### src/rtl/dws_pkg.sv
package dws_pkg;

  typedef struct packed {
    logic load;
    logic shift;
    logic sclkFall;
    logic sclkRise;
    logic syncFall;
    logic syncRise;
    logic enaFall;
    logic enaRise;
    logic ldacSet;
    logic ldacClr;
  } dwsStrobe_t;

  typedef enum logic [1:0] {
    ST_IDLE  = 2'd0,
    ST_LEAD  = 2'd1,
    ST_SHIFT = 2'd2,
    ST_POST  = 2'd3
  } dwsState_t;

  function automatic int maxOf(input int a, input int b);
    return (a > b) ? a : b;
  endfunction

endpackage

### src/rtl/dws_ctrl.sv
module dws_ctrl
  import dws_pkg::*;
#(
  parameter int WORD_W       = 24,
  parameter int SCLK_HIGH_LO = 2,
  parameter int SCLK_LOW_LO  = 2,
  parameter int SCLK_HIGH_HI = 2,
  parameter int SCLK_LOW_HI  = 1,
  parameter int SYNC_HIGH_LO = 4,
  parameter int SYNC_HIGH_HI = 2,
  parameter int ENA_SETUP    = 2,
  parameter int ENA_HOLD     = 1,
  parameter int SYNC_GAP     = 13,
  parameter int LDAC_DELAY   = 5,
  parameter int LDAC_WIDTH   = 1,
  parameter int LDAC_TO_ENA  = 1
) (
  input  logic       clk,
  input  logic       rstN,
  input  logic       inValid,
  input  logic       inLdac,
  input  logic       rangeHigh,
  input  logic       abortReq,
  output logic       inReady,
  output logic       busy,
  output dwsStrobe_t stb
);

  // Offsets counted from the 24th falling edge (or from the abort edge).
  localparam int LDAC_ENA   = LDAC_DELAY + maxOf(LDAC_TO_ENA, LDAC_WIDTH);
  localparam int DONE_LO_LD = maxOf(maxOf(SYNC_GAP, SCLK_LOW_LO + SYNC_HIGH_LO),
                                    maxOf(LDAC_ENA, LDAC_DELAY + LDAC_WIDTH));
  localparam int DONE_HI_LD = maxOf(maxOf(SYNC_GAP, SCLK_LOW_HI + SYNC_HIGH_HI),
                                    maxOf(LDAC_ENA, LDAC_DELAY + LDAC_WIDTH));
  localparam int DONE_LO_NL = maxOf(maxOf(SYNC_GAP, SCLK_LOW_LO + SYNC_HIGH_LO), ENA_HOLD);
  localparam int DONE_HI_NL = maxOf(maxOf(SYNC_GAP, SCLK_LOW_HI + SYNC_HIGH_HI), ENA_HOLD);
  localparam int DONE_AB_LO = maxOf(maxOf(SYNC_GAP, SYNC_HIGH_LO), ENA_HOLD);
  localparam int DONE_AB_HI = maxOf(maxOf(SYNC_GAP, SYNC_HIGH_HI), ENA_HOLD);
  localparam int MAX_SPAN   = maxOf(maxOf(DONE_LO_LD, DONE_HI_LD),
                                    maxOf(ENA_SETUP, maxOf(SCLK_HIGH_LO, SCLK_HIGH_HI)));
  localparam int TW         = $clog2(MAX_SPAN + 1) + 1;
  localparam int FW         = $clog2(WORD_W + 1);

  localparam logic [TW-1:0] LEAD_END   = TW'(ENA_SETUP - 1);
  localparam logic [TW-1:0] HI_END_LO  = TW'(SCLK_HIGH_LO - 1);
  localparam logic [TW-1:0] HI_END_HI  = TW'(SCLK_HIGH_HI - 1);
  localparam logic [TW-1:0] LO_END_LO  = TW'(SCLK_LOW_LO - 1);
  localparam logic [TW-1:0] LO_END_HI  = TW'(SCLK_LOW_HI - 1);
  localparam logic [TW-1:0] LDON_END   = TW'(LDAC_DELAY - 1);
  localparam logic [TW-1:0] LDOFF_END  = TW'(LDAC_DELAY + LDAC_WIDTH - 1);
  localparam logic [TW-1:0] ENA_LD_END = TW'(LDAC_ENA - 1);
  localparam logic [TW-1:0] ENA_NL_END = TW'(ENA_HOLD - 1);
  localparam logic [FW-1:0] LAST_FALL  = FW'(WORD_W - 1);
  localparam logic [FW-1:0] ABORT_LIM  = FW'(WORD_W - 1);

  dwsState_t     state, stateNx;
  logic [TW-1:0] tmr, tmrNx, pc, pcNx;
  logic [FW-1:0] fallCnt, fallNx;
  logic          phHigh, phNx, rngHi, rngNx, ldReq, ldNx, aborted, abNx;
  logic [TW-1:0] hiEnd, loEnd, enaEnd, doneEnd;

  assign inReady = (state == ST_IDLE);
  assign busy    = (state != ST_IDLE);

  // Timing set chosen by the range captured at accept.
  always_comb begin
    hiEnd  = rngHi ? HI_END_HI : HI_END_LO;
    loEnd  = rngHi ? LO_END_HI : LO_END_LO;
    enaEnd = (!aborted && ldReq) ? ENA_LD_END : ENA_NL_END;
    if (aborted)    doneEnd = TW'((rngHi ? DONE_AB_HI : DONE_AB_LO) - 1);
    else if (ldReq) doneEnd = TW'((rngHi ? DONE_HI_LD : DONE_LO_LD) - 1);
    else            doneEnd = TW'((rngHi ? DONE_HI_NL : DONE_LO_NL) - 1);
  end

  always_comb begin
    stb     = '0;
    stateNx = state;
    tmrNx   = tmr;
    pcNx    = pc;
    phNx    = phHigh;
    fallNx  = fallCnt;
    rngNx   = rngHi;
    ldNx    = ldReq;
    abNx    = aborted;
    unique case (state)
      ST_IDLE: begin
        if (inValid) begin
          stb.load    = 1'b1;
          stb.enaFall = 1'b1;
          rngNx       = rangeHigh;
          ldNx        = inLdac;
          abNx        = 1'b0;
          tmrNx       = '0;
          stateNx     = ST_LEAD;
        end
      end
      ST_LEAD: begin
        if (tmr == LEAD_END) begin
          stb.syncFall = 1'b1;
          pcNx         = '0;
          phNx         = 1'b1;
          fallNx       = '0;
          stateNx      = ST_SHIFT;
        end else begin
          tmrNx = tmr + 1'b1;
        end
      end
      ST_SHIFT: begin
        if (abortReq && (fallCnt < ABORT_LIM)) begin
          stb.syncRise = 1'b1;
          stb.sclkRise = 1'b1;
          abNx         = 1'b1;
          tmrNx        = '0;
          stateNx      = ST_POST;
        end else if (phHigh) begin
          if (pc == hiEnd) begin
            stb.sclkFall = 1'b1;
            fallNx       = fallCnt + 1'b1;
            pcNx         = '0;
            phNx         = 1'b0;
            if (fallCnt == LAST_FALL) begin
              tmrNx   = '0;
              stateNx = ST_POST;
            end
          end else begin
            pcNx = pc + 1'b1;
          end
        end else begin
          if (pc == loEnd) begin
            stb.sclkRise = 1'b1;
            stb.shift    = 1'b1;
            pcNx         = '0;
            phNx         = 1'b1;
          end else begin
            pcNx = pc + 1'b1;
          end
        end
      end
      ST_POST: begin
        tmrNx = tmr + 1'b1;
        if (!aborted && tmr == loEnd) begin
          stb.sclkRise = 1'b1;
          stb.syncRise = 1'b1;
        end
        if (!aborted && ldReq && tmr == LDON_END)  stb.ldacSet = 1'b1;
        if (!aborted && ldReq && tmr == LDOFF_END) stb.ldacClr = 1'b1;
        if (tmr == enaEnd) stb.enaRise = 1'b1;
        if (tmr == doneEnd) stateNx = ST_IDLE;
      end
      default: stateNx = ST_IDLE;
    endcase
  end

  always_ff @(posedge clk or negedge rstN) begin
    if (!rstN) begin
      state   <= ST_IDLE;
      tmr     <= '0;
      pc      <= '0;
      phHigh  <= 1'b1;
      fallCnt <= '0;
      rngHi   <= 1'b0;
      ldReq   <= 1'b0;
      aborted <= 1'b0;
    end else begin
      state   <= stateNx;
      tmr     <= tmrNx;
      pc      <= pcNx;
      phHigh  <= phNx;
      fallCnt <= fallNx;
      rngHi   <= rngNx;
      ldReq   <= ldNx;
      aborted <= abNx;
    end
  end

  // an accepted word makes the sequencer busy and closes the handshake.
  assert_accept_busy_R2: assert property (@(posedge clk) disable iff (!rstN)
    (inValid && inReady) |=> (busy && !inReady));

  // no abort is honoured once the 23rd falling edge has gone by.
  assert_late_abort_ignored_R11: assert property (@(posedge clk) disable iff (!rstN)
    (state == ST_SHIFT && fallCnt >= ABORT_LIM) |=> !aborted);

endmodule

### src/rtl/dws_datapath.sv
module dws_datapath
  import dws_pkg::*;
#(
  parameter int WORD_W = 24
) (
  input  logic              clk,
  input  logic              rstN,
  input  dwsStrobe_t        stb,
  input  logic [WORD_W-1:0] inWord,
  output logic              sclk,
  output logic              syncN,
  output logic              enableN,
  output logic              ldac,
  output logic              sdo
);

  logic [WORD_W-1:0] shReg;

  assign sdo = shReg[WORD_W-1];

  always_ff @(posedge clk or negedge rstN) begin
    if (!rstN) begin
      shReg   <= '0;
      sclk    <= 1'b1;
      syncN   <= 1'b1;
      enableN <= 1'b1;
      ldac    <= 1'b0;
    end else begin
      if (stb.load)       shReg <= inWord;
      else if (stb.shift) shReg <= {shReg[WORD_W-2:0], 1'b0};
      if (stb.sclkFall)      sclk <= 1'b0;
      else if (stb.sclkRise) sclk <= 1'b1;
      if (stb.syncFall)      syncN <= 1'b0;
      else if (stb.syncRise) syncN <= 1'b1;
      if (stb.enaFall)       enableN <= 1'b0;
      else if (stb.enaRise)  enableN <= 1'b1;
      if (stb.ldacSet)       ldac <= 1'b1;
      else if (stb.ldacClr)  ldac <= 1'b0;
    end
  end

  // the serial clock idles high outside a frame.
  assert_sclk_idle_high_R6: assert property (@(posedge clk) disable iff (!rstN)
    syncN |-> sclk);

  // inside a frame the data bit moves only with a rising clock edge.
  assert_data_stable_R5: assert property (@(posedge clk) disable iff (!rstN)
    (!syncN && !$past(syncN) && !$rose(sclk)) |-> $stable(sdo));

  // the frame strobe only falls after enable has already been low.
  assert_enable_before_sync_R3: assert property (@(posedge clk) disable iff (!rstN)
    $fell(syncN) |-> (!enableN && $past(!enableN)));

  // the load pulse lies inside the enable window.
  assert_ldac_in_enable_R9: assert property (@(posedge clk) disable iff (!rstN)
    ldac |-> !enableN);

endmodule

### src/rtl/dac_write_seq.sv
module dac_write_seq
  import dws_pkg::*;
#(
  parameter int WORD_W       = 24,
  parameter int SCLK_HIGH_LO = 2,
  parameter int SCLK_LOW_LO  = 2,
  parameter int SCLK_HIGH_HI = 2,
  parameter int SCLK_LOW_HI  = 1,
  parameter int SYNC_HIGH_LO = 4,
  parameter int SYNC_HIGH_HI = 2,
  parameter int ENA_SETUP    = 2,
  parameter int ENA_HOLD     = 1,
  parameter int SYNC_GAP     = 13,
  parameter int LDAC_DELAY   = 5,
  parameter int LDAC_WIDTH   = 1,
  parameter int LDAC_TO_ENA  = 1
) (
  input  logic              clk,
  input  logic              rstN,
  input  logic              inValid,
  output logic              inReady,
  input  logic [WORD_W-1:0] inWord,
  input  logic              inLdac,
  input  logic              rangeHigh,
  input  logic              abortReq,
  output logic              busy,
  output logic              dacSclk,
  output logic              dacSyncN,
  output logic              dacSdo,
  output logic              dacEnableN,
  output logic              dacLdac
);

  dwsStrobe_t stb;

  dws_ctrl #(
    .WORD_W(WORD_W), .SCLK_HIGH_LO(SCLK_HIGH_LO), .SCLK_LOW_LO(SCLK_LOW_LO),
    .SCLK_HIGH_HI(SCLK_HIGH_HI), .SCLK_LOW_HI(SCLK_LOW_HI),
    .SYNC_HIGH_LO(SYNC_HIGH_LO), .SYNC_HIGH_HI(SYNC_HIGH_HI),
    .ENA_SETUP(ENA_SETUP), .ENA_HOLD(ENA_HOLD), .SYNC_GAP(SYNC_GAP),
    .LDAC_DELAY(LDAC_DELAY), .LDAC_WIDTH(LDAC_WIDTH), .LDAC_TO_ENA(LDAC_TO_ENA)
  ) i_ctrl (
    .clk(clk), .rstN(rstN), .inValid(inValid), .inLdac(inLdac),
    .rangeHigh(rangeHigh), .abortReq(abortReq), .inReady(inReady),
    .busy(busy), .stb(stb)
  );

  dws_datapath #(.WORD_W(WORD_W)) i_datapath (
    .clk(clk), .rstN(rstN), .stb(stb), .inWord(inWord),
    .sclk(dacSclk), .syncN(dacSyncN), .enableN(dacEnableN),
    .ldac(dacLdac), .sdo(dacSdo)
  );

  // when idle every device-side strobe is at rest.
  assert_idle_outputs_R12: assert property (@(posedge clk) disable iff (!rstN)
    !busy |-> (dacEnableN && dacSyncN && !dacLdac && dacSclk));

endmodule

### config.mk
export PLATFORM = sky130hd
export DESIGN_NAME = dac_write_seq
export DESIGN_NICKNAME = d
export VERILOG_FILES = /design/src/rtl/dws_pkg.sv /design/src/rtl/dws_ctrl.sv /design/src/rtl/dws_datapath.sv /design/src/rtl/dac_write_seq.sv
export SDC_FILE = /design/constraint.sdc
export NUM_CORES = 1
export LEC_CHECK = 0
export ABC_AREA = 1
export BUFFER_PORTS_ARGS = -buffer_cell sky130_fd_sc_hd__buf_2
export CAP_MARGIN = 20
export CORE_ASPECT_RATIO = 0.5
export CORE_MARGIN = 2
export CORE_UTILIZATION = 47
export DETAILED_ROUTE_END_ITERATION = 8
export HOLD_SLACK_MARGIN = 0.03
export PLACE_DENSITY = 0.71
export SETUP_SLACK_MARGIN = 0.4
export SYNTH_ARGS = -nofsm -noshare
export SYNTH_HDL_FRONTEND = slang
export SYNTH_HIERARCHICAL = 1
export SYNTH_SLANG_ARGS = --single-unit
### constraint.sdc
create_clock -name clk -period 2.5 [get_ports clk]
set_clock_uncertainty 0.15 [all_clocks]
set_input_delay 0.625 -clock clk [delete_from_list [all_inputs] [get_ports clk]]
set_output_delay 0.625 -clock clk [all_outputs]
set_load 0.02 [all_outputs]
-- Word level (Yosys, flattened, before mapping)
Cells that the tools add are included.
- bits in registers: 49
- latch bits: 0
- memory bits (writable): 0
- memory bits (read-only): 0
- input bits: 30
- output and inout bits: 7
- logic and storage cells: 125
- memories kept: 0
- add/subtract/negate cells: 3
- multiply operators: 0
- divide/modulo/power cells: 0
- magnitude comparators: 1
- eq/ne operators: 23
- shifts and indexed selects: 0
- multiplexer cells: 64
- bitwise operators: 0
- reductions and logical operators: 21
- operator list (operator ; number):
    $mux 5 ; 14
    $mux 24 ; 2
    $mux 1 ; 29
    $pmux 5 s2 ; 2
    $pmux 5 s4 ; 1
    $mux 2 ; 9
    $reduce_bool 2->1 ; 8
    $add 5x1->5 const B ; 3
    $eq 5x5->1 ; 3
    $eq 5x1->1 const B ; 2
    $eq 5x3->1 const B ; 2
    $ne 2x1->1 const B ; 5
    $reduce_and 5->1 ; 2
    $ne 3x1->1 const B ; 3
    $pmux 1 s2 ; 4
    $pmux 2 s4 ; 1
    $mux 3 ; 2
    $ne 2x2->1 const B ; 3
    $reduce_and 3->1 ; 2
    $reduce_and 6->1 ; 1
    $eq 5x4->1 const B ; 1
    $eq 5x5->1 const B ; 1
    $logic_and 1x1->1 ; 5
    $lt 5x5->1 const B ; 1
    other kinds (5) ; 6

-- Depth between registers and ports, before layout
Gate-level depths: netlist of run 1.
- word-level depth: 8
- depth in mapped cells: 11

-- By module
Netlist of run 1, hierarchy kept.
- modules (own cells, without submodules) (module ; instances ; cells each ; area an instance (um2) ; seq. area each (um2)):
    dws_ctrl ; 1 ; 209 ; 1550.2 ; 526.8
    dws_datapath ; 1 ; 142 ; 1246.2 ; 704.4

-- Worst setup path before layout of run 1
OpenSTA, ideal clock, no wires.
- path type: register -> register
- start point: reg i_ctrl.state[0]
- end point: reg i_datapath.shReg[10]
- setup time: 0.124 ns
- arrival: 1.553 ns
- path slack: 0.673 ns
- cell stages (with the launch flop): 11
- path buffers: 3
- cells stage by stage: dfrtp_1 > inv_1 > ha_1 > nand2_1 > inv_1 > buf_4 > buf_6 > inv_2 > buf_2 > nand3_1 > nand3_1
- RTL lines (element ; line ; text):
    start: declaration ; dws_ctrl.sv:56 ; dwsState_t state, stateNx;
    start signal: assignment ; dws_ctrl.sv:165 ; state <= stateNx;
    end signal: assignment ; dws_datapath.sv:29 ; if (stb.load) shReg <= inWord;
    end signal: assignment ; dws_datapath.sv:30 ; else if (stb.shift) shReg <= {shReg[WORD_W-2:0], 1'b0};
    end: declaration ; dws_datapath.sv:17 ; logic [WORD_W-1:0] shReg;

-- Worst setup path in the final report of run 1
- start point: reg i_ctrl.state[1]
- end point: out busy
- cells in the longest elaborated chain, start to end: 1
- ends and longest elaborated chain (element ; line ; text):
    $reduce_bool 2->1 ; dws_ctrl.sv:63 ; assign busy = (state != ST_IDLE);
    end: declaration ; dac_write_seq.sv:26 ; output logic busy,
No other way between the ends.

==> results.md, run 1 <==
- Final clock period utilization by the worst path: 0.806
- Commonest non-fill, non-tap cell in the layout: nand2_1
- Initial Util: 0.498
- Worst-case clock buffer depth: 2
- Worst-path cell chain: inv_1 > ha_4 > inv_1 > buf_4
- Sw frac: 0.423
- Sw Pwr: 1.49 mW
- Core area: 5610 sq um
- First-pass detailed-route iteration total: 6
- N_diodes: 0
- Hold crit path type: in -> async
- Worst Setup End Kind: output port
- Detail Route Antenna Nets: 0
- Clock transition at path regs: 0.06 ns
- Sequential share of power: 0.377
- Final hold vios: 0
- CTS tree: done
- Root Driver: clkbuf_16
- GP Congestion: 0.807
- Clock period minus worst slack: 2.02 ns
- Post-synthesis register bit count: 49
- Post-DP Area: 3000 sq um
- Depth of the CTS H-tree: 2
- Violated checks: DRC
- Pwr/cell area: 1110 nW/um^2
- Peak Freq: 0.496 GHz
- Peak supply drop: 0.000471 V
- Via count: 2422
- Syn nets: 391
- Commonest non-fill, non-tap cells in the layout: 115 x nand2_1, 63 x nand3_1, 45 x dfrtp_1
- Post-synth cell types: 34
- RSZ-0062 raised after global routing: yes
- Largest net degree at the start of global routing: 28
- Starting DRT DRC Count: 180
- Slew Viols, Final: 0
- Internal: 2.04 mW
- # IOs: 37
- Cell Rows: 19
- Final Cell Area: 3170 sq um
- Chip Height: 58.5 microns
- Critical path's slowest cell: dfrtp_1
- Outcome: complete, but fails checks
- Comb power frac: 0.435
- IO Port Bufs: 36
- Die width: 113 microns
- Clk network pwr share: 0.189
- Maximum capacitance violations: 0
- Setup violators final: 0
- TNS Setup: 0 ns
- GRT Total Usage: 0.191
- Seq/Total Area, Yosys: 0.440
- Lkg Pwr: 1.59 nW
- First-pass GRT wire length: 10300 microns
- Routed wire length per instance: 12.7 microns
- Die area: 6620 sq um
- CTS Buf Count: 5
- Post-Syn Area: 2800 sq um
- Worst path arrival time: 1.24 ns
- Routed WL: 5850 microns
- CP Class: reg -> out
- Slew margin rel.: 0.591
- CP max stage delay: 0.40 ns
- Antenna violations before repair: 0
- DP Wirelength: 4190 microns
- Maximum fanout along the worst path: 4
- Fraction of layout cells with a size suffix above 1: 0.208
- Vias in the first global route: 2351
- Top cell by count, worst path: inv_1
- Worst skew pair latency: 0.29 ns
- Syn avg cell area: 7.97 sq um
- Area Growth Syn to Fin: 13.4%
- CTS Sinks: 49
- Crit path launch type: register
- CP required: 1.73 ns
- Yosys warnings: 6
- Vias/cell: 5.24
- Worst-margin pin slew: 0.613 ns
- Congestion Overflow GR: 0
- CTS Hold Buffers Added: 0
- Residual DRC: 1
- Fin nets: 428
- Syn Inst Count: 351
stage by stage:
step	cells	util	power, mW	worst slack [ns]	hold slack [ns]
after global placement	454	0.535	2.78	0.487	0.307
final	462	0.565	3.53	0.484	0.195
after CTS	462	0.562	3.54	0.381	0.213
after detailed placement	454	0.535	2.84	0.381	0.319
after global routing	462	0.565	3.83	0.389	0.238
after floorplan	351	-	2.52	0.673	0.179
power by group through the flow:
| stage | Sequential, mW | Clock [mW] | Combinational, mW |
|---|---|---|---|
| 3_5_place_dp | 1.34 | 0 | 1.51 |
| 5_1_grt | 1.37 | 0.732 | 1.73 |
| 3_3_place_gp | 1.33 | 0 | 1.46 |
| 2_1_floorplan | 1.32 | 0 | 1.20 |
| 6_report | 1.33 | 0.667 | 1.54 |
| 4_1_cts | 1.33 | 0.693 | 1.52 |
logic make-up after synthesis:
kind of cell / after synthesis / share of synthesized area
xor+xnor: 4 / 0.0125
compound gates: 19 / 0.0470
fa+ha+maj: 10 / 0.0447
simple gates: 231 / 0.380
flops: 49 / 0.440
buf+inv: 38 / 0.0756
registers in the layout, indices dropped and copies added, names as in the netlist:
name	count
i_datapath/ldac	1
i_ctrl/rngHi	1
i_datapath/syncN	1
i_ctrl/state	2
i_ctrl/tmr	5
i_datapath/sclk	1
i_datapath/enableN	1
i_datapath/shReg	24
i_ctrl/aborted	1
i_ctrl/ldReq	1
i_ctrl/phHigh	1
i_ctrl/pc	5
i_ctrl/fallCnt	5
repair_timing:
item	4_1_cts	5_1_grt
gates resized for setup	2	4
gates cloned	0	0
setup endpoints to repair	13	15
setup buffers	0	0
Yosys cell counts:
master / instances / area share
nand4_1: 3 / 0.0067
nand3_1: 63 / 0.11
buf_4: 2 / 0.0054
xnor2_1: 2 / 0.0063
xor2_1: 2 / 0.0063
o21a_2: 1 / 0.0031
nand2_1: 115 / 0.15
buf_2: 3 / 0.0054
dfrtp_1: 45 / 0.40
nand2_4: 3 / 0.012
ha_1: 10 / 0.045
nor2_1: 26 / 0.035
and2_1: 1 / 0.0022
nor3_1: 2 / 0.0036
dfstp_2: 4 / 0.038
inv_6: 1 / 0.0031
nor2_4: 3 / 0.012
o21bai_1: 1 / 0.0027
nor3b_1: 3 / 0.0081
nand3_2: 4 / 0.014
nand3b_1: 2 / 0.0054
a21oi_1: 5 / 0.0089
nor2_2: 1 / 0.0022
inv_2: 2 / 0.0027
a21oi_2: 1 / 0.0031
o22ai_1: 2 / 0.0045
o21ai_0: 6 / 0.011
nand2_2: 4 / 0.0089
o211ai_1: 1 / 0.0027
o21a_4: 1 / 0.0054
buf_6: 7 / 0.028
inv_1: 23 / 0.031
or2_2: 1 / 0.0022
a21oi_4: 1 / 0.0058
layer usage:
layer,routed length [microns],global-route usage,share of wire
met5,0,0,0
met4,29,0.0383,0.0050
met3,319,0.0453,0.055
met2,2820,0.328,0.48
met1,2680,0.252,0.46
worst max-delay path, delay by kind of cell (launching register included):
kind	cells	cell delay, ns
buffers and inverters	3	0.38
DFF	1	0.40
adders and majority gates	1	0.18
final cells by class:
cell class,count,area (sq um)
clock buffers,5,125
clock inverters,3,21.3
fillers,507,2440
inverters,26,103
multi-input cells,264,1370
flip-flops and latches,49,1230
well taps,73,91.3
repair buffers,42,228
path summary, 6_finish.rpt:
check                                start             endpoint  slack [ns]  cells after the start
max in group asynchronous             rstN      i_datapath/sclk        1.36                      2
setup / recovery           i_ctrl/state[1]                 busy        0.48                      4
min in group clk             i_ctrl/tmr[4]        i_ctrl/tmr[4]        0.33                      2
hold reg to reg              i_ctrl/tmr[4]        i_ctrl/tmr[4]        0.33                      2
hold / removal                        rstN        i_ctrl/tmr[2]        0.19                      1
setup reg to reg              i_ctrl/pc[0]  i_datapath/shReg[5]        0.57                      6
Power figures use the tool's default switching activity.
==> inputs of run 2 (changes only) <==
--- a/config.mk
+++ b/config.mk
@@ -5,7 +5,7 @@
 export SDC_FILE = /design/constraint.sdc
 export NUM_CORES = 1
 export LEC_CHECK = 0
-export ABC_AREA = 1
+export ABC_AREA = 0
 export BUFFER_PORTS_ARGS = -buffer_cell sky130_fd_sc_hd__buf_2
 export CAP_MARGIN = 20
 export CORE_ASPECT_RATIO = 0.5
@@ -13,7 +13,7 @@
 export CORE_UTILIZATION = 47
 export DETAILED_ROUTE_END_ITERATION = 8
 export HOLD_SLACK_MARGIN = 0.03
-export PLACE_DENSITY = 0.71
+export PLACE_DENSITY = 0.74
 export SETUP_SLACK_MARGIN = 0.4
 export SYNTH_ARGS = -nofsm -noshare
 export SYNTH_HDL_FRONTEND = slang
==> constraint.sdc (replaced) <==
create_clock -name clk -period 1.6 [get_ports clk]
set_clock_uncertainty 0.15 [all_clocks]
set_input_delay 0.4 -clock clk [delete_from_list [all_inputs] [get_ports clk]]
set_output_delay 0.4 -clock clk [all_outputs]
set_load 0.02 [all_outputs]
==> results.md, run 2 <==
- Cell Rows: 19 (unchanged)
- EDFF count, synth: 0 (unchanged)
- Post-Syn Area: 2730 sq um (was 2800 sq um)
- Worst-margin pin slew: 0.304 ns (was 0.613 ns)
- Hold crit path type: in -> reg (was in -> async)
- Syn nets: 313 (was 391)
- Chip Height: 57.9 microns (was 58.5 microns)
- Vias/cell: 5.59 (was 5.24)
- Peak Freq: 0.459 GHz
- Outcome: complete, but fails checks (unchanged)
- Vias in the first global route: 2515 (was 2351)
- First-pass detailed-route iteration total: 5 (was 6)
- Syn avg cell area: 10.0 sq um (was 7.97 sq um)
- Area Growth Syn to Fin: 52.7% (was 13.4%)
- Inst Count DP: 425 (was 454)
- CP required: 1.61 ns (was 1.73 ns)
- Final clock period utilization by the worst path: 1.36
- Worst-path cell chain: inv_1 > ha_2 > or4b_4 > buf_6 > a211oi_4 > mux2i_1 > o21ai_1 (was inv_1 > ha_4 > inv_1 > buf_4)
- TNS Setup: -17.37 ns (was 0 ns)
- Commonest non-fill, non-tap cell in the layout: buf_4 (was nand2_1)
- Asr flop ratio synth: 1.00 (unchanged)
- Critical path's slowest cell: or4b_4 (was dfrtp_1)
- N_diodes: 0 (unchanged)
- Largest net degree at the start of global routing: 50 (was 28)
- Violated checks: setup timing (was DRC)
- Worst path arrival time: 2.19 ns (was 1.24 ns)
- Die area: 6470 sq um (was 6620 sq um)
- CTS tree: done (unchanged)
- Syn Inst Count: 273 (was 351)
- PnR worst setup slack: -0.580 ns (was 0.484 ns)
- Sw Pwr: 2.90 mW (was 1.49 mW)
- Internal: 4.61 mW (was 2.04 mW)
- Crit path launch type: register (unchanged)
- Hold path cells: 3
- Worst Setup End Kind: register (was output port)
- Sequential share of power: 0.282 (was 0.377)
- First-pass GRT wire length: 12000 microns (was 10300 microns)
- Detail Route Antenna Nets: 0 (unchanged)
- Fin nets: 428 (unchanged)
- Residual DRC: 0 (was 1)
- CP Class: reg -> reg (was reg -> out)
- Post-DP Area: 3490 sq um (was 3000 sq um)
- Reg-to-Reg Start: i_ctrl/pc[1] (was i_ctrl/pc[0])
- Final Cell Area: 4170 sq um (was 3170 sq um)
- CTS Sinks: 49 (unchanged)
- Post-Layout Cell Count: 462 (unchanged)
- Final hold vios: 0 (unchanged)
- Slew Viols, Final: 0 (unchanged)
- R2R depth: 7 (was 6)
- DP Wirelength: 4590 microns (was 4190 microns)
- Peak supply drop: 0.000945 V (was 0.000471 V)
- IO Port Bufs: 36 (unchanged)
- Post-synthesis register bit count: 49 (unchanged)
- Number of flip-flops in the largest register: 24 (unchanged)
- Setup violators final: 51 (was 0)
- Worst skew pair latency: 0.28 ns (was 0.29 ns)
- Maximum fanout along the worst path: 3 (was 4)
- Clock transition at path regs: 0.07 ns (was 0.06 ns)
- Congestion Overflow GR: 0 (unchanged)
- Fraction of layout cells with a size suffix above 1: 0.465 (was 0.208)
- # IOs: 37 (unchanged)
- Post-synth cell types: 50 (was 34)
- Routed WL: 8080 microns (was 5850 microns)
- Via count: 2584 (was 2422)
- Core area: 5540 sq um (was 5610 sq um)
- Yosys warnings: 6 (unchanged)
- Maximum capacitance violations: 0 (unchanged)
- GRT Total Usage: 0.233 (was 0.191)
- Reg-to-reg slack, setup: -0.58 ns (was 0.57 ns)
- RSZ-0062 raised after global routing: yes (unchanged)
- Min-Delay Endpoint: i_datapath/shReg[8]
- Total power draw: 7.51 mW (was 3.53 mW)
- Pwr/cell area: 1800 nW/um^2 (was 1110 nW/um^2)
- Post-synth top flop: dfrtp_1 (unchanged)
- Antenna violations before repair: 0 (unchanged)
- Core Util, Final: 0.753 (was 0.565)
- Most common cell in the netlist: dfrtp_1 (was nand2_1)
- Initial Util: 0.493 (was 0.498)
- Die width: 112 microns (was 113 microns)
- Commonest cells post-synth: 45 x dfrtp_1, 32 x nand2_1, 31 x mux2i_1, 19 x o21ai_1, 17 x o21ai_0 (was 115 x nand2_1, 63 x nand3_1, 45 x dfrtp_1, 26 x nor2_1, 23 x inv_1)
- Commonest non-fill, non-tap cells in the layout: 65 x buf_4, 44 x dfrtp_1, 31 x nand2_1 (was 115 x nand2_1, 63 x nand3_1, 45 x dfrtp_1)
- Clock period minus worst slack: 2.18 ns
- Yosys top cell by area: dfrtp_1 (unchanged)
- GP Congestion: 0.920 (was 0.807)
- Sw frac: 0.386 (was 0.423)
- Critical hold path startpoint: inWord[8]
- CP max stage delay: 0.52 ns (was 0.40 ns)
- Clk network pwr share: 0.139 (was 0.189)
- Comb power frac: 0.579 (was 0.435)
- Synth top area cells: dfrtp_1 41%, mux2i_1 11%, ha_1 4.6% (was dfrtp_1 40%, nand2_1 15%, nand3_1 11%)
- Lkg Pwr: 1.80 nW (was 1.59 nW)
- Slew margin rel.: 0.797 (was 0.591)
- Seq/Total Area, Yosys: 0.451 (was 0.440)
- Largest register by flop count: i_datapath/shReg (unchanged)
- CTS Buf Count: 5 (unchanged)
- Worst-case clock buffer depth: 2 (unchanged)
- Root Driver: clkbuf_16 (unchanged)
- Yosys top cell area share: 0.412 (was 0.403)
- Routed wire length per instance: 17.5 microns (was 12.7 microns)
- Starting DRT DRC Count: 288 (was 180)
- Reg2reg end: i_ctrl/fallCnt[1] (was i_datapath/shReg[5])
- Depth of the CTS H-tree: 2 (unchanged)
[run 2: cell types whose count changed after synthesis, sizes merged, moves of 12 or more]
cell,delta
nor2,-18
mux2i,+31
nand3,-51
o21ai,+31
nand2,-90
inv,-12
[run 2: kinds of logic after synthesis]
| kind of cell | share of synthesized area |
|---|---|
| compound gates | 0.136 |
| xor+xnor | 0.00642 |
| fa+ha+maj | 0.0458 |
| buf+inv | 0.0596 |
| flops | 0.451 |
| mux | 0.127 |
| simple gates | 0.174 |
[run 2: critical path: cells and delay by family (launching register included)]
| family | cells | cell delay [ns] |
|---|---|---|
| and+or+nand+nor | 1 | 0.52 |
| DFF | 1 | 0.38 |
| AOI/OAI and AO/OA | 2 | 0.33 |
| muxes | 1 | 0.25 |
| buffers and inverters | 2 | 0.24 |
| adders and majority gates | 1 | 0.19 |
[run 2: repair_timing]
action                     CTS  global route
hold endpoints to repair    45             0
resized for setup           47            18
hold buffers                 1             0
setup buffers               19             7
setup endpoints to repair   56            56
pin swaps                    9             7
gates cloned                 2             0
[run 2: power groups by stage]
stage	Combinational, mW	Sequential (mW)	Clock, mW
finish	4.35	2.12	1.04
global placement	3.07	2.04	0
CTS	3.86	2.08	1.06
global route	4.65	2.16	1.11
detailed placement	3.19	2.07	0
floorplan	1.86	2.12	0
[run 2: how the worst max path moves through the flow]
| stage | end | start | cells after the start |
|---|---|---|---|
| CTS | i_ctrl/state[1] | i_ctrl/tmr[1] | 6 |
| floorplan | i_ctrl/state[1] | i_ctrl/tmr[1] | 6 |
| global placement | i_ctrl/state[1] | i_ctrl/tmr[1] | 6 |
| finish | i_ctrl/fallCnt[1] | i_ctrl/pc[1] | 7 |
| detailed placement | i_ctrl/tmr[0] | i_ctrl/pc[1] | 6 |
| global route | i_ctrl/fallCnt[1] | i_ctrl/pc[1] | 7 |
[run 2: per-layer routing]
layer / wire length (microns) / global-route usage
met2: 4070 / 0.418
met5: 0 / 0
met3: 481 / 0.0408
met4: 191 / 0.0635
met1: 3340 / 0.300
[run 2: area by class of cell]
type                       count  area (sq um)
clock buffer                   6           129
tap                           73          91.3
fill                         352          1370
sequential                    49          1230
multi-input combinational    197          1630
timing repair buffer         121          1010
inverter                      14          57.6
clock inverter                 2          15.0
[run 2: stage by stage]
stage / setup WS [ns] / hold slack [ns]
2_1_floorplan: -0.433 / -0.0456
3_3_place_gp: -0.430 / 0.251
3_5_place_dp: -0.474 / 0.255
4_1_cts: -0.449 / 0.175
5_1_grt: -0.700 / 0.183
6_report: -0.580 / 0.181
==> inputs of run 3 (changes only) <==
--- a/config.mk
+++ b/config.mk
@@ -8,12 +8,14 @@
 export ABC_AREA = 0
 export BUFFER_PORTS_ARGS = -buffer_cell sky130_fd_sc_hd__buf_2
 export CAP_MARGIN = 20
+export CELL_PAD_IN_SITES_DETAIL_PLACEMENT = 1
+export CELL_PAD_IN_SITES_GLOBAL_PLACEMENT = 2
 export CORE_ASPECT_RATIO = 0.5
 export CORE_MARGIN = 2
-export CORE_UTILIZATION = 47
+export CORE_UTILIZATION = 33
 export DETAILED_ROUTE_END_ITERATION = 8
 export HOLD_SLACK_MARGIN = 0.03
-export PLACE_DENSITY = 0.74
+export PLACE_DENSITY = 0.8
 export SETUP_SLACK_MARGIN = 0.4
 export SYNTH_ARGS = -nofsm -noshare
 export SYNTH_HDL_FRONTEND = slang
==> constraint.sdc (replaced) <==
create_clock -name clk -period 1.6 [get_ports clk]
set_clock_uncertainty 0.15 [all_clocks]
set_input_delay 0.4 -clock clk [delete_from_list [all_inputs] [get_ports clk]]
set_output_delay 0.4 -clock clk [all_outputs]
set_load 0.01 [all_outputs]
==> results.md, run 3 (synthesis gave the netlist of run 2 again) <==
- Clock period minus worst slack: 2.20 ns (was 2.18 ns)
- Final hold vios: 0 (unchanged)
- Outcome: complete, but fails checks (unchanged)
- Seq. cell area: 1230 sq um (about the same)
- Clock transition at path regs: 0.07 ns (about the same)
- Fill count: 809 (was 352)
- Starting DRT DRC Count: 125 (was 288)
- Cell Rows: 23 (was 19)
- CTS Sinks: 49 (unchanged)
- IO Port Bufs: 36 (unchanged)
- Setup violators final: 51 (unchanged)
- CP required: 1.64 ns (was 1.61 ns)
- Area Growth Syn to Fin: 80.7% (was 52.7%)
- Core area: 8000 sq um (was 5540 sq um)
- Slew margin rel.: 0.772 (was 0.797)
- Peak Freq: 0.454 GHz (was 0.459 GHz)
- Post-DP Area: 3480 sq um (was 3490 sq um)
- Depth of the CTS H-tree: 2 (unchanged)
- Commonest non-fill, non-tap cell in the layout: buf_4 (unchanged)
- Largest register by flop count: i_datapath/shReg (unchanged)
- Worst path arrival time: 2.24 ns (was 2.19 ns)
- Worst-case clock buffer depth: 2 (unchanged)
- # IOs: 37 (unchanged)
- Congestion Overflow GR: 0 (unchanged)
- Crit path launch type: register (unchanged)
- Hold crit path type: in -> reg (unchanged)
- N_diodes: 0 (unchanged)
- Area of the multi-input gates: 2000 sq um (was 1630 sq um)
- CTS tree: done (unchanged)
- First-pass detailed-route iteration total: 4 (was 5)
- Commonest non-fill, non-tap cells in the layout: 64 x buf_4, 43 x dfrtp_1, 30 x buf_2 (was 65 x buf_4, 44 x dfrtp_1, 31 x nand2_1)
- Largest net degree at the start of global routing: 50 (unchanged)
- Pwr/cell area: 1880 nW/um^2 (was 1800 nW/um^2)
- Vias in the first global route: 3002 (was 2515)
- PnR worst setup slack: -0.604 ns (was -0.580 ns)
- Via count: 2827 (was 2584)
- Maximum fanout along the worst path: 3 (unchanged)
- Die width: 133 microns (was 112 microns)
- Die area: 9060 sq um (was 6470 sq um)
- GP Congestion: 0.834 (was 0.920)
- Total power draw: 9.29 mW (was 7.51 mW)
- GRT Total Usage: 0.234 (was 0.233)
- Number of flip-flops in the largest register: 24 (unchanged)
- Antenna violations before repair: 0 (unchanged)
- Residual DRC: 0 (unchanged)
- Fraction of layout cells with a size suffix above 1: 0.651 (was 0.465)
- Worst Setup End Kind: register (unchanged)
- Worst skew pair latency: 0.29 ns (was 0.28 ns)
- Worst-margin pin slew: 0.340 ns (was 0.304 ns)
- Routed WL: 12200 microns (was 8080 microns)
- Chip Height: 68.3 microns (was 57.9 microns)
- CP Class: reg -> reg (unchanged)
- Root Driver: clkbuf_16 (unchanged)
- Maximum capacitance violations: 0 (unchanged)
- Routed wire length per instance: 23.5 microns (was 17.5 microns)
- Final clock period utilization by the worst path: 1.38 (was 1.36)
- Initial Util: 0.341 (was 0.493)
- CTS Buf Count: 5 (unchanged)
- RSZ-0062 raised after global routing: yes (unchanged)
- Lkg Pwr: 2.11 nW (was 1.80 nW)
- Final Cell Area: 4930 sq um (was 4170 sq um)
- Violated checks: setup timing (unchanged)
- Vias/cell: 5.45 (was 5.59)
- Peak supply drop: 0.000809 V (was 0.000945 V)
- Fin nets: 446 (was 428)
- Detail Route Antenna Nets: 0 (unchanged)
- DP Wirelength: 5220 microns (was 4590 microns)
- First-pass GRT wire length: 16100 microns (was 12000 microns)
- Slew Viols, Final: 0 (unchanged)
==> run 3: final timing paths <==
kind / slack [ns] / endpoint / cells past startpoint / from
min in group asynchronous: 0.48 / i_ctrl/fallCnt[3] / 3 / rstN
hold reg to reg: 0.40 / i_datapath/syncN / 2 / i_datapath/syncN
setup reg to reg: -0.60 / i_ctrl/pc[2] / 9 / i_ctrl/tmr[1]
max in group asynchronous: 0.53 / i_datapath/syncN / 3 / rstN
hold / removal: 0.17 / i_datapath/shReg[12] / 3 / inWord[12]
setup / recovery: -0.60 / i_ctrl/pc[2] / 9 / i_ctrl/tmr[1]
==> run 3: cell type report <==
class | count | share of cell area
Timing Repair Buffer | 139 | 0.269
Inverter | 14 | 0.0129
Clock buffer | 6 | 0.0261
Tap cell | 112 | 0.0284
Clock inverter | 2 | 0.00786
Sequential cell | 49 | 0.250
Multi-Input combinational cell | 197 | 0.406
==> run 3: repair_timing <==
item,4_1_cts,5_1_grt
gates cloned,8,1
resized for setup,111,57
setup buffers,31,14
hold endpoints to repair,45,0
pin swaps,24,19
hold buffers,1,0
setup endpoints to repair,56,56
==> run 3: metal layers <==
layer,GRT usage,vias to the layer above,routed length (microns)
met4,0.106,0,494
met1,0.261,1452,4910
met5,0,-,0
li1,-,1242,-
met2,0.462,94,6420
met3,0.0304,39,395
==> run 3: critical path, stage by stage (launching register included) <==
cell      delay (ns)
dfrtp_1         0.40
inv_2           0.09
ha_4            0.14
buf_6           0.10
nor4b_4         0.19
buf_4           0.18
mux2i_4         0.07
nand4b_1        0.30
buf_4           0.23
o311ai_2        0.25
==> run 3: metrics by stage <==
step                hold slack, ns   util  setup WS (ns)  TNS [ns]  cells
finish                       0.173  0.617         -0.604    -19.98    519
floorplan                  -0.0456      -         -0.433    -10.83    273
detailed placement           0.259  0.434         -0.529    -12.43    456
global route                 0.183  0.617         -0.623    -23.12    519
CTS                          0.158  0.567         -0.474    -15.54    504
global placement             0.254  0.434         -0.435    -10.34    456
==> run 3: power by group <==
part           internal, mW  switching (mW)
Combinational          3.05            2.68
Clock                 0.744           0.520
Sequential             1.76           0.534
Total                  5.55            3.74
